--- config.mk ---
export PLATFORM = sky130hd
export DESIGN_NAME = tmx_sel_fsm
export DESIGN_NICKNAME = d
export VERILOG_FILES = /design/src/rtl/tmx_pkg.sv /design/src/rtl/tmx_sel_fsm.sv
export SDC_FILE = /design/constraint.sdc
export NUM_CORES = 1
export LEC_CHECK = 0
export ABC_AREA = 1
export BUFFER_PORTS_ARGS = -buffer_cell sky130_fd_sc_hd__buf_2
export CORE_ASPECT_RATIO = 0.8
export CORE_MARGIN = 2
export CORE_UTILIZATION = 45
export DETAILED_ROUTE_END_ITERATION = 8
export PLACE_DENSITY = 0.78
export SYNTH_ARGS = -nofsm -noshare
export SYNTH_HDL_FRONTEND = slang
export SYNTH_SLANG_ARGS = --single-unit
--- constraint.sdc ---
create_clock -name clk -period 1.55 [get_ports clk]
set_clock_uncertainty 0.05 [all_clocks]
set_input_delay 0.2325 -clock clk [delete_from_list [all_inputs] [get_ports clk]]
set_output_delay 0.2325 -clock clk [all_outputs]
set_load 0.05 [all_outputs]
--- src/rtl/tmx_pkg.sv ---
package tmx_pkg;

    localparam int GRP_N = 8;

    localparam int G_CPU   = 0;
    localparam int G_SDRAM = 1;
    localparam int G_PCI   = 2;
    localparam int G_PCIF  = 3;
    localparam int G_REF   = 4;
    localparam int G_APIC  = 5;
    localparam int G_IO    = 6;
    localparam int G_USB   = 7;

    // largest test-mode divide exponent over all groups (divide by 4)
    localparam int DIV_LOG2_MAX = 2;

    typedef enum logic [1:0] {
        ST_PASS = 2'd0,
        ST_TEST = 2'd1,
        ST_HIZ  = 2'd2
    } run_state_e;

    // divide exponent per group in test mode: 0 = undivided, 1 = /2, 2 = /4
    function automatic int grp_div_log2(input int g);
        int r;
        case (g)
            G_REF, G_APIC:         r = 0;
            G_CPU, G_SDRAM, G_USB: r = 1;
            default:               r = 2;
        endcase
        return r;
    endfunction

endpackage

--- src/rtl/tmx_sel_fsm.sv ---
module tmx_sel_fsm
    import tmx_pkg::*;
(
    input  logic             clk,
    input  logic             rst_n,
    input  logic [1:0]       mode_s,
    input  logic [GRP_N-1:0] norm_s,
    input  logic [GRP_N-1:0] tv,
    output logic [GRP_N-1:0] clk_o,
    output logic [GRP_N-1:0] oe_o
);

    run_state_e       state, state_nx, tgt;
    logic [GRP_N-1:0] cur_src, tgt_src;
    logic             quiet;

    function automatic logic [GRP_N-1:0] src_of(input run_state_e st,
                                                input logic [GRP_N-1:0] nv,
                                                input logic [GRP_N-1:0] t);
        logic [GRP_N-1:0] r;
        unique case (st)
            ST_PASS: r = nv;
            ST_TEST: r = t;
            default: r = '0;
        endcase
        return r;
    endfunction

    always_comb begin
        tgt = ST_PASS;
        unique case (mode_s)
            2'b00, 2'b10: tgt = ST_PASS;
            2'b01:        tgt = ST_TEST;
            2'b11:        tgt = ST_HIZ;
        endcase
    end

    assign cur_src = src_of(state, norm_s, tv);
    assign tgt_src = src_of(tgt, norm_s, tv);
    assign quiet   = ~|cur_src && ~|tgt_src;

    // SWITCH when both sides are low, otherwise HOLD
    always_comb begin
        state_nx = state;
        if (tgt != state && quiet) state_nx = tgt;
    end

    // state register
    always_ff @(posedge clk or negedge rst_n) begin
        if (!rst_n) state <= ST_PASS;
        else        state <= state_nx;
    end

    // outputs
    always_ff @(posedge clk or negedge rst_n) begin
        if (!rst_n) begin
            clk_o <= '0;
            oe_o  <= '1;
        end else begin
            clk_o <= cur_src;
            oe_o  <= {GRP_N{state != ST_HIZ}};
        end
    end


    switch_low_chk: assert property (@(posedge clk) disable iff (!rst_n)
        (state != $past(state)) |-> (clk_o == '0));


    hiz_oe_chk: assert property (@(posedge clk) disable iff (!rst_n)
        (state == ST_HIZ) |=> ((oe_o == '0) && (clk_o == '0)));


    live_oe_chk: assert property (@(posedge clk) disable iff (!rst_n)
        (state != ST_HIZ) |=> (oe_o == '1));

endmodule

==> out/results.txt <==
synthesized area: 776 sq um
fin. max-slew vios: 0
clock net sink count: 11
Root Buffer Master: clkbuf_4
post-route cell area: 960 sq um
path type of the worst setup path: reg2reg
post-route setup slack: 0.161 ns
DP Area: 922 sq um
Cells after Synth: 113
crit end category: flip-flop
most frequent cells in the layout: 39 x nand2_1, 35 x buf_2, 23 x nor2_1, 10 x dfrtp_1
pin count of the biggest net entering global routing: 12
ANT cells: 0
GRT Util Overall: 19.0%
RSZ-0062 raised after global routing: no
Nets: 167
via count: 796
die area: 0.00207 sq mm
WHS: 0.182 ns
clk_lat worst skew: 0.26 ns
H-tree depth: 1
Max-Cap Viols: 0
Pwr Total: 731 uW
layout cell share with drive strength beyond 1: 41.1%
Routed WL: 1660 microns
TNS Setup: 0 ns
CTS Buf Count: 3
Worst Hold Class: in2reg
register area share after synthesis: 35.6%
core region area: 0.00163 sq mm
Pre-Repair DR Iteration Count: 4
Avg Synthesized Cell Area: 6.86 sq um
Vias/cell: 4.74
Clock Path Buffers: 2
WL/cell: 9.85 microns
Post-Route Utilization: 59.0%
Antenna Violating Nets Remaining: 0
Slew headroom: 82.0%
DIE WIDTH: 50.4 microns
synth-to-layout area growth: 23.7%
initial core utilization: 47.7%
Cell Rows: 13
DP HPWL: 1440 microns
Hold Fails Final Rpt: 0
status: complete, no violations
Synth Warn #: 0
Post-Syn Nets: 133
Static Leak: 0.501 nW
routability cong.: 0.880
worst slew pin tran: 0.270 ns
crit path launch type: flip-flop
commonest non-fill, non-tap cell in the layout: nand2_1
Die Span Y: 41.1 microns
global-route wire length before repair: 2850 microns
Crit Path Max Fanout: 8
fin crit share: 89.6%
flop and latch count out of synthesis: 11
clock slew at reported path FFs: 0.07 ns
Cell Pwr Density: 762 mW/mm^2
worst-case vdd ir drop: 488 uV
Place WS: 0.184 ns
initial antenna violation count: 0
Residual DRC: 0
number of port buffers: 35
final setup fails: 0
grt ovf: 0
fin cells: 168
dpl cells: 163
crit path time final: 1.39 ns
CP arrival: 1.55 ns
TritonCTS clock tree: done
Req. time, crit path: 1.71 ns
FMAX: 720 MHz
Ports: 36
library cells used by synthesis: 15
vias in the first global route: 670
Initial DRC Count: 25
[kinds of logic (layout without fill, tap and decap cells)]
| family | Yosys count | after routing | synth area share, % |
|---|---|---|---|
| DFF | 11 | 11 | 35.6 |
| AOI/OAI and AO/OA | 2 | 2 | 1.29 |
| buffers and inverters | 14 | 47 | 11.1 |
| and+or+nand+nor | 85 | 85 | 50.8 |
| xor gates and xnor gates | 1 | 1 | 1.13 |
[state kept, by name, indices dropped and copies added, names as in the netlist]
register  flops
oe_o          1
clk_o         8
state         2
[area by class of cell]
| type | count | area (sq um) |
|---|---|---|
| tap | 22 | 27.5 |
| inverter | 6 | 22.5 |
| fill | 174 | 667 |
| multi-input combinational | 88 | 413 |
| timing repair buffer | 37 | 193 |
| sequential | 11 | 277 |
| clock inverter | 1 | 5.00 |
| clock buffer | 3 | 22.5 |
[power breakdown]
| part | internal, mW | switching [mW] |
|---|---|---|
| Combinational | 0.0641 | 0.166 |
| Clock | 0.0954 | 0.0950 |
| Sequential | 0.305 | 0.00603 |
[Yosys cell counts]
master | instances | area, sq um
nand3_2 | 6 | 60.1
nand2_1 | 39 | 146
dfrtp_1 | 10 | 250
nor2_2 | 6 | 37.5
dfstp_2 | 1 | 26.3
nand3_1 | 4 | 20.0
o21ai_0 | 2 | 10.0
xor2_1 | 1 | 8.76
nor2_1 | 23 | 86.3
inv_2 | 1 | 3.75
nand4_1 | 1 | 6.26
buf_6 | 1 | 11.3
buf_4 | 7 | 52.6
nand2_2 | 6 | 37.5
inv_1 | 5 | 18.8
[timing repair]
| action | in CTS | in global routing |
|---|---|---|
| hold buffers | 1 | 0 |
| hold endpoints to repair | 10 | 0 |
| buffers inserted | 0 | 0 |
| resized for setup | 0 | 0 |
[worst paths after layout]
path                                start  endpoint  slack (ns)  cells after the start
worst min-delay path            norm_s[7]  clk_o[7]        0.18                      3
min in group asynchronous           rst_n  clk_o[3]        0.30                      2
worst max register to register   state[1]  state[0]        0.16                      9
worst max-delay path             state[1]  state[0]        0.16                      9
max in group asynchronous           rst_n   oe_o[0]        0.90                      2
worst min register to register   state[1]   oe_o[0]        0.47                      1
[routing by layer]
layer	vias to the layer above	GRT usage [%]	routed length [microns]
met3	2	1.82	126
met4	0	11.5	17
met5	-	0	0
met1	344	24.3	776
met2	42	32.6	735
li1	408	-	-
[critical path, cell delays in order (launching register included)]
cell	delay, ns
dfrtp_1	0.44
nor2_2	0.28
nand2_1	0.13
nand2_1	0.11
nor2_1	0.04
nand2_1	0.06
nor2_1	0.04
nand2_1	0.07
nand2_1	0.05
nand2_1	0.05
No activity file was read; power rests on OpenSTA's default activity.
